===== src/rtl/ide_seq_pkg.sv =====
// Package: shared types and status codes for the DMA transfer sequencer.
// Assumes: status bit positions follow the usual ATA status byte layout.
package ide_seq_pkg;

    typedef enum logic [1:0] {
        OP_READ  = 2'd0,
        OP_WRITE = 2'd1,
        OP_TRIM  = 2'd2,
        OP_BAD   = 2'd3
    } op_e;

    typedef enum logic {
        ST_IDLE = 1'b0,
        ST_WAIT = 1'b1
    } seq_state_e;

    localparam logic [7:0] STAT_BUSY = 8'h80;
    localparam logic [7:0] STAT_OK   = 8'h50;
    localparam logic [7:0] STAT_ERR  = 8'h41;

endpackage


===== src/rtl/ide_seq_cnt.sv =====
// Module: remaining-byte and progress-index counters.
// Does: loads the byte budget at start and steps both counters by a chunk length.
// Assumes: CNT_W >= SEC_W + 9 so that a full sector count fits in bytes.
module ide_seq_cnt #(
    parameter int SEC_W = 16,
    parameter int CNT_W = 25,
    parameter int LEN_W = 16
) (
    input  logic                    clk,
    input  logic                    rst_n,
    input  logic                    load_i,
    input  logic                    optical_i,
    input  logic [SEC_W-1:0]        nsec_i,
    input  logic [CNT_W-1:0]        pkt_i,
    input  logic                    upd_i,
    input  logic [LEN_W-1:0]        len_i,
    output logic signed [CNT_W:0]   rem_o,
    output logic [CNT_W-1:0]        idx_o,
    output logic                    drained_o
);

    logic [CNT_W:0] sec_bytes;
    logic [CNT_W:0] len_ext;

    // Byte budget of a disk command and the chunk length at counter width.
    assign sec_bytes = (CNT_W+1)'(nsec_i) << 9;
    assign len_ext   = (CNT_W+1)'(len_i);

    // Load at start, then step down the budget and up the index per good chunk.
    always_ff @(posedge clk) begin
        if (!rst_n) begin
            rem_o <= '0;
            idx_o <= '0;
        end else if (load_i) begin
            rem_o <= optical_i ? $signed({1'b0, pkt_i}) : $signed(sec_bytes);
            idx_o <= '0;
        end else if (upd_i) begin
            rem_o <= rem_o - $signed(len_ext);
            idx_o <= idx_o + CNT_W'(len_i);
        end
    end

    // The drive side is finished once nothing positive remains.
    assign drained_o = rem_o[CNT_W] || (rem_o == '0);

    p_idx_step_r6: assert property (@(posedge clk) disable iff (!rst_n)
        (upd_i && !load_i) |=> (idx_o == $past(idx_o) + CNT_W'($past(len_i))));

    p_rem_step_r6: assert property (@(posedge clk) disable iff (!rst_n)
        (upd_i && !load_i) |=> (rem_o == $past(rem_o) - $signed((CNT_W+1)'($past(len_i)))));

    p_load_idx_r2: assert property (@(posedge clk) disable iff (!rst_n)
        load_i |=> (idx_o == '0));

endmodule


===== src/rtl/ide_seq_addr.sv =====
// Module: storage byte address generator.
// Does: scales the start block by 512 (disk) or 2048 (optical) and adds the index.
// Assumes: ADDR_W >= LBA_W + 12 so neither scaling nor the add can overflow.
module ide_seq_addr #(
    parameter int LBA_W  = 28,
    parameter int CNT_W  = 25,
    parameter int ADDR_W = 40
) (
    input  logic [LBA_W-1:0]  lba_i,
    input  logic [CNT_W-1:0]  idx_i,
    input  logic              optical_i,
    output logic [ADDR_W-1:0] addr_o,
    output logic              all_ones_o
);

    logic [ADDR_W-1:0] base;

    // Block-size scaling picked by the device kind.
    assign base = optical_i ? (ADDR_W'(lba_i) << 11) : (ADDR_W'(lba_i) << 9);

    // Byte address of the next chunk.
    assign addr_o = base + ADDR_W'(idx_i);

    // All-ones block marks already-buffered optical data.
    assign all_ones_o = &lba_i;

endmodule


===== src/rtl/ide_dma_seq.sv =====
// Module: IDE DMA transfer sequencer (top).
// Does: arms a transfer, judges each offered DMA chunk, issues storage requests,
//       and closes the transfer with status and interrupt on end or error.
// Assumes: chunk_valid_i is a single-cycle offer; st_err_i is valid only with
//          st_ack_i; the request port is held until acknowledged.
module ide_dma_seq
    import ide_seq_pkg::*;
#(
    parameter int LBA_W = 28,
    parameter int SEC_W = 16,
    parameter int LEN_W = 16
) (
    input  logic                     clk,
    input  logic                     rst_n,
    input  logic                     start_i,
    input  logic                     optical_i,
    input  logic [1:0]               cmd_i,
    input  logic [SEC_W-1:0]         nsec_i,
    input  logic [SEC_W+8:0]         pkt_i,
    input  logic [LBA_W-1:0]         lba_i,
    input  logic                     chunk_valid_i,
    input  logic [LEN_W-1:0]         chunk_len_i,
    output logic                     chunk_done_o,
    output logic                     chunk_park_o,
    output logic                     st_req_o,
    output logic [1:0]               st_op_o,
    output logic [LBA_W+11:0]        st_addr_o,
    output logic [LEN_W-1:0]         st_len_o,
    input  logic                     st_ack_i,
    input  logic                     st_err_i,
    output logic                     copy_o,
    output logic [LEN_W-1:0]         copy_len_o,
    output logic                     busy_o,
    output logic [7:0]               status_o,
    output logic                     irq_o,
    output logic                     cmd_err_o,
    output logic                     xfer_err_o
);

    localparam int CNT_W  = SEC_W + 9;
    localparam int ADDR_W = LBA_W + 12;

    seq_state_e            state;
    op_e                   cmd_q;
    logic                  opt_q;
    logic [LBA_W-1:0]      lba_q;
    logic                  load;
    logic                  upd;
    logic signed [CNT_W:0] rem;
    logic [CNT_W-1:0]      idx;
    logic                  drained;
    logic [ADDR_W-1:0]     addr;
    logic                  all_ones;
    logic [LEN_W-1:0]      copy_len;

    // Arming is taken only when no request is outstanding; a good ack steps counters.
    assign load = start_i && (state == ST_IDLE);
    assign upd  = (state == ST_WAIT) && st_ack_i && !st_err_i;

    ide_seq_cnt #(.SEC_W(SEC_W), .CNT_W(CNT_W), .LEN_W(LEN_W)) u_cnt (
        .clk       (clk),
        .rst_n     (rst_n),
        .load_i    (load),
        .optical_i (optical_i),
        .nsec_i    (nsec_i),
        .pkt_i     (pkt_i),
        .upd_i     (upd),
        .len_i     (st_len_o),
        .rem_o     (rem),
        .idx_o     (idx),
        .drained_o (drained)
    );

    ide_seq_addr #(.LBA_W(LBA_W), .CNT_W(CNT_W), .ADDR_W(ADDR_W)) u_addr (
        .lba_i      (lba_q),
        .idx_i      (idx),
        .optical_i  (opt_q),
        .addr_o     (addr),
        .all_ones_o (all_ones)
    );

    // Copy-out length: the smaller of what remains and what the chunk offers.
    assign copy_len = ($unsigned(rem) < (CNT_W+1)'(chunk_len_i)) ? rem[LEN_W-1:0] : chunk_len_i;

    // Sequencer: arming, per-chunk decision chain and acknowledge handling.
    always_ff @(posedge clk) begin
        if (!rst_n) begin
            state        <= ST_IDLE;
            cmd_q        <= OP_READ;
            opt_q        <= 1'b0;
            lba_q        <= '0;
            busy_o       <= 1'b0;
            status_o     <= 8'h00;
            st_req_o     <= 1'b0;
            st_op_o      <= 2'd0;
            st_addr_o    <= '0;
            st_len_o     <= '0;
            copy_len_o   <= '0;
            chunk_done_o <= 1'b0;
            chunk_park_o <= 1'b0;
            copy_o       <= 1'b0;
            irq_o        <= 1'b0;
            cmd_err_o    <= 1'b0;
            xfer_err_o   <= 1'b0;
        end else begin
            chunk_done_o <= 1'b0;
            chunk_park_o <= 1'b0;
            copy_o       <= 1'b0;
            irq_o        <= 1'b0;
            cmd_err_o    <= 1'b0;
            xfer_err_o   <= 1'b0;
            if (load) begin
                cmd_q    <= op_e'(cmd_i);
                opt_q    <= optical_i;
                lba_q    <= lba_i;
                busy_o   <= 1'b1;
                status_o <= STAT_BUSY;
            end else if (state == ST_IDLE) begin
                if (chunk_valid_i) begin
                    if (!busy_o) begin
                        chunk_park_o <= 1'b1;
                    end else if (drained) begin
                        busy_o       <= 1'b0;
                        status_o     <= STAT_OK;
                        irq_o        <= 1'b1;
                        chunk_done_o <= 1'b1;
                    end else if (chunk_len_i == '0) begin
                        chunk_done_o <= 1'b1;
                    end else if (opt_q && all_ones) begin
                        copy_o       <= 1'b1;
                        copy_len_o   <= copy_len;
                        busy_o       <= 1'b0;
                        status_o     <= STAT_OK;
                        irq_o        <= 1'b1;
                        chunk_done_o <= 1'b1;
                    end else if (!opt_q && (cmd_q == OP_BAD)) begin
                        cmd_err_o    <= 1'b1;
                        busy_o       <= 1'b0;
                        status_o     <= STAT_ERR;
                        irq_o        <= 1'b1;
                        chunk_done_o <= 1'b1;
                    end else begin
                        st_req_o  <= 1'b1;
                        st_op_o   <= opt_q ? OP_READ : cmd_q;
                        st_addr_o <= addr;
                        st_len_o  <= chunk_len_i;
                        state     <= ST_WAIT;
                    end
                end
            end else if (st_ack_i) begin
                st_req_o     <= 1'b0;
                chunk_done_o <= 1'b1;
                state        <= ST_IDLE;
                if (st_err_i) begin
                    xfer_err_o <= 1'b1;
                    busy_o     <= 1'b0;
                    status_o   <= STAT_ERR;
                    irq_o      <= 1'b1;
                end
            end
        end
    end

    p_req_hold_r11: assert property (@(posedge clk) disable iff (!rst_n)
        (st_req_o && !st_ack_i) |=> (st_req_o && $stable(st_addr_o) && $stable(st_len_o) && $stable(st_op_o)));

    p_irq_idle_r7: assert property (@(posedge clk) disable iff (!rst_n)
        irq_o |-> (!busy_o && !st_req_o && chunk_done_o));

    p_park_alone_r3: assert property (@(posedge clk) disable iff (!rst_n)
        chunk_park_o |-> (!busy_o && !chunk_done_o && !irq_o && !st_req_o));

    p_cmd_err_r10: assert property (@(posedge clk) disable iff (!rst_n)
        cmd_err_o |-> (chunk_done_o && irq_o && !st_req_o && status_o == STAT_ERR));

    p_xfer_err_r9: assert property (@(posedge clk) disable iff (!rst_n)
        xfer_err_o |-> ($fell(st_req_o) && status_o == STAT_ERR));

    p_copy_nonzero_r8: assert property (@(posedge clk) disable iff (!rst_n)
        copy_o |-> (copy_len_o != '0 && !busy_o));

    p_done_drops_req_r6: assert property (@(posedge clk) disable iff (!rst_n)
        (st_req_o && st_ack_i) |=> (!st_req_o && chunk_done_o));

endmodule


===== config.mk =====
export PLATFORM = sky130hd
export DESIGN_NAME = ide_dma_seq
export DESIGN_NICKNAME = d
export VERILOG_FILES = /design/src/rtl/ide_seq_pkg.sv /design/src/rtl/ide_seq_cnt.sv /design/src/rtl/ide_seq_addr.sv /design/src/rtl/ide_dma_seq.sv
export SDC_FILE = /design/constraint.sdc
export NUM_CORES = 1
export LEC_CHECK = 0
export BUFFER_PORTS_ARGS = -buffer_cell sky130_fd_sc_hd__buf_2
export CORE_AREA = 5 5 127 177
export DETAILED_ROUTE_END_ITERATION = 12
export DIE_AREA = 0 0 132 182
export HOLD_SLACK_MARGIN = 0.05
export PLACE_DENSITY = 0.77
export SYNTH_ARGS = -nofsm -noshare
export SYNTH_HDL_FRONTEND = slang
export SYNTH_HIERARCHICAL = 1
export SYNTH_SLANG_ARGS = --single-unit
export TNS_END_PERCENT = 5

===== constraint.sdc =====
create_clock -name clk -period 3.69 [get_ports clk]
set_clock_uncertainty 0.05 [all_clocks]
set_input_delay 0.369 -clock clk [delete_from_list [all_inputs] [get_ports clk]]
set_output_delay 0.369 -clock clk [all_outputs]
set_load 0.02 [all_outputs]

==> flow_metrics.env <==
export IMPL_outcome="completed"
export IMPL_ff_latch_area_sq_um=3385
export IMPL_die_h_microns=182
export IMPL_final_hold_viol_count=0
export IMPL_r2r_cells=11
export IMPL_worstPathArrival_ps=3610
export IMPL_min_from="start_i"
export IMPL_multiInputGateArea_sq_um=6568
export IMPL_synth_area_per_cell_sq_um=7.758
export IMPL_finalSetupTns_ps=0
export IMPL_regToRegStartpoint="opt_q"
export IMPL_htree_num_levels=4
export IMPL_cts_setup_buffers=0
export IMPL_rows=63
export IMPL_yosysTopAreaCell="dfxtp_1"
export IMPL_drv_cap=0
export IMPL_cts_buffers=17
export IMPL_insertion_delay_ps=440
export IMPL_cp_start_kind="register"
export IMPL_nFillCells=1999
export IMPL_dieArea_sq_um=24020
export IMPL_fp_dieW_microns=132
export IMPL_num_nets_final=1664
export IMPL_cp_max_fo=18
export IMPL_synthArstFlopShare=0
export IMPL_criticalPathCategory="register to register"
export IMPL_hold_class="primary input to register"
export IMPL_viasPerCell=5.894
export IMPL_synth_top_cell_area_share=0.3206
export IMPL_power_density_nw_per_um2=365.7
export IMPL_critPathRequiredTime_ps=4000
export IMPL_dr_total_vias=10474
export IMPL_track_usage=0.2596
export IMPL_cts_root_buf="clkbuf_16"
export IMPL_drc_errors=0
export IMPL_fmax_ghz=0.3039
export IMPL_synthCells=1360
export IMPL_clock_path_buffers=2
export IMPL_synth_top_flop_cell="dfxtp_1"
export IMPL_min_to="chunk_park_o"
export IMPL_grt_max_degree=62
export IMPL_port_buffers=179
export IMPL_crit_path_end_kind="register"
export IMPL_finalSetupViolCount=0
export IMPL_min_period_ps=3291
export IMPL_holdWs_ps=94.76
export IMPL_first_pass_iters=6
export IMPL_globalRouteOverflowTotal=0
export IMPL_worst_pin_slew_ps=935.2
export IMPL_synth_edf_count=0
export IMPL_synth_most_common_cell="nand2_1"
export IMPL_leakage_nw=5.190
export IMPL_syn_cell_area_sq_um=10550
export IMPL_synthTopCellsByCount="nand2_1 (263), dfxtp_1 (169), a21oi_1 (165)"
export IMPL_worstReg2RegEnd="st_addr_o[31]"
export IMPL_diodes=0
export IMPL_grt_pass1_vias=10366
export IMPL_ant_nets=0
export IMPL_antenna_found_initial=0
export IMPL_r2r_slack_ps=400
export IMPL_ys_seq_elements=169
export IMPL_gp_congestion=1.015
export IMPL_slew_headroom=0.3751
export IMPL_yosys_warnings=6
export IMPL_finalWirelength_microns=32270
export IMPL_clkTransAtPathRegs_ps=70
export IMPL_synthTopCellsByArea="dfxtp_1 (32%), nand2_1 (9.4%), a21oi_1 (7.8%), ha_1 (7.5%), o21ai_0 (3.6%)"
export IMPL_cts_tree="done"
export IMPL_area_growth_pct=15.50
export IMPL_start_util=0.5051
export IMPL_cts_num_sinks=169
export IMPL_dp_hpwl_microns=24000
export IMPL_worstHoldPathCells=2
export IMPL_timing_final_crit_share=0.8918
export IMPL_peakVddDrop_v=0.0003276
export IMPL_ys_types=77
export IMPL_final_max_slew_viol_count=0
export IMPL_cp_startpoint="opt_q"
export IMPL_grt_pass1_wl_microns=51650
export IMPL_rsz0062_at_grt="no"
export IMPL_io_pins=184
export IMPL_ys_seq_area_frac=0.3206
export IMPL_core_sq_um=20890
export IMPL_wire_per_inst_microns=18.16
export IMPL_drive_above_1_share=0.1905
export IMPL_drt_iter0_drc=913
power by group:
group / switching [mW] / internal (mW)
logic: 0.449 / 0.294
clock network: 0.806 / 0.962
registers: 0.0714 / 1.87
state kept, by name (all words and copies together), names as in the netlist:
register,cells
st_addr_o,40
lba_q,28
u_cnt/rem_o,26
u_cnt/idx_o,25
copy_len_o,16
st_len_o,16
status_o,4
cmd_q,2
st_op_o,2
busy_o,1
chunk_done_o,1
chunk_park_o,1
cmd_err_o,1
copy_o,1
irq_o,1
opt_q,1
st_req_o,1
state,1
xfer_err_o,1
per-stage QoR:
stage	util	setup WS [ps]	std cells	cell area [sq um]	total power, mW
2_1_floorplan	-	237.2	1363	10560	2.469
3_3_place_gp	0.5558	275.8	1745	11610	2.700
3_5_place_dp	0.5558	190.8	1745	11610	2.710
4_1_cts	0.5833	161.8	1777	12190	4.459
5_1_grt	0.5834	162.5	1777	12190	4.644
6_report	0.5834	399.3	1777	12190	4.457
final cells by class:
cell class / count / area share
flip-flops and latches: 169 / 0.2777
clock buffers: 18 / 0.03604
multi-input cells: 1058 / 0.5389
repair buffers: 210 / 0.09466
clock inverters: 14 / 0.01119
inverters: 48 / 0.01478
well taps: 260 / 0.02669
critical path, stage by stage, from the launching register on:
cell	delay, ps
dfxtp_2	580
mux2_2	390
ha_1	380
nand3_2	140
nor4_2	330
a21boi_1	200
or3b_1	270
nand4_4	180
or3_1	380
a21oi_1	130
nand2_1	60
a21oi_1	120
how the worst max path moves through the flow:
stage | endpoint | slack, ps | cells past startpoint
6_report | st_addr_o[31] | 400 | 11
5_1_grt | st_addr_o[34] | 160 | 11
4_1_cts | st_addr_o[31] | 160 | 11
3_5_place_dp | st_addr_o[31] | 190 | 11
3_3_place_gp | st_addr_o[31] | 280 | 11
2_1_floorplan | st_addr_o[31] | 240 | 14
repair_timing:
item | CTS | global route
hold buffers | 0 | 0
gates resized for setup | 0 | 1
endpoints found under the setup margin | 0 | 7
hold endpoints to repair | 0 | 0
layout by cell type, fill, tap and decap left out, types with 6 or more instances in the layout:
| cell type | count |
|---|---|
| xor2_1 | 26 |
| o21ai_1 | 12 |
| nor2b_1 | 14 |
| o21a_1 | 8 |
| nor3b_1 | 8 |
| a211oi_1 | 11 |
| a21boi_0 | 7 |
| o211ai_1 | 6 |
| buf_2 | 179 |
| nor2_1 | 65 |
| ha_1 | 63 |
| clkbuf_16 | 17 |
| nand2_1 | 263 |
| nor3_1 | 15 |
| mux2_2 | 22 |
| nand4_1 | 21 |
| o21bai_1 | 6 |
| a21o_1 | 14 |
| nor4_1 | 12 |
| a31oi_1 | 24 |
| o21ai_0 | 76 |
| inv_1 | 46 |
| mux2i_1 | 37 |
| dfxtp_1 | 168 |
| buf_4 | 29 |
| and3_1 | 6 |
| a21oi_1 | 165 |
| and2_1 | 8 |
| nand3_1 | 42 |
| xnor2_1 | 33 |
| nand3b_1 | 8 |
metal layers:
layer	track usage	routed length (microns)	up-vias
met1	0.2825	12260	4831
met3	0.04241	1914	111
met4	0.1354	1780	0
met2	0.4778	16310	441
met5	0	0	-
li1	-	-	5091
kinds of logic (layout without fill, tap and decap cells):
group	count (synthesis)	count (layout)	share of synthesized area
adders and majority gates	66	66	0.08040
other	1	4	0.0003554
and+or+nand+nor	494	494	0.2175
DFF	169	169	0.3206
buffers and inverters	136	290	0.05917
AOI/OAI and AO/OA	376	376	0.2144
xor gates and xnor gates	59	59	0.04897
muxes	59	59	0.05858
Power figures use the tool's default switching activity.
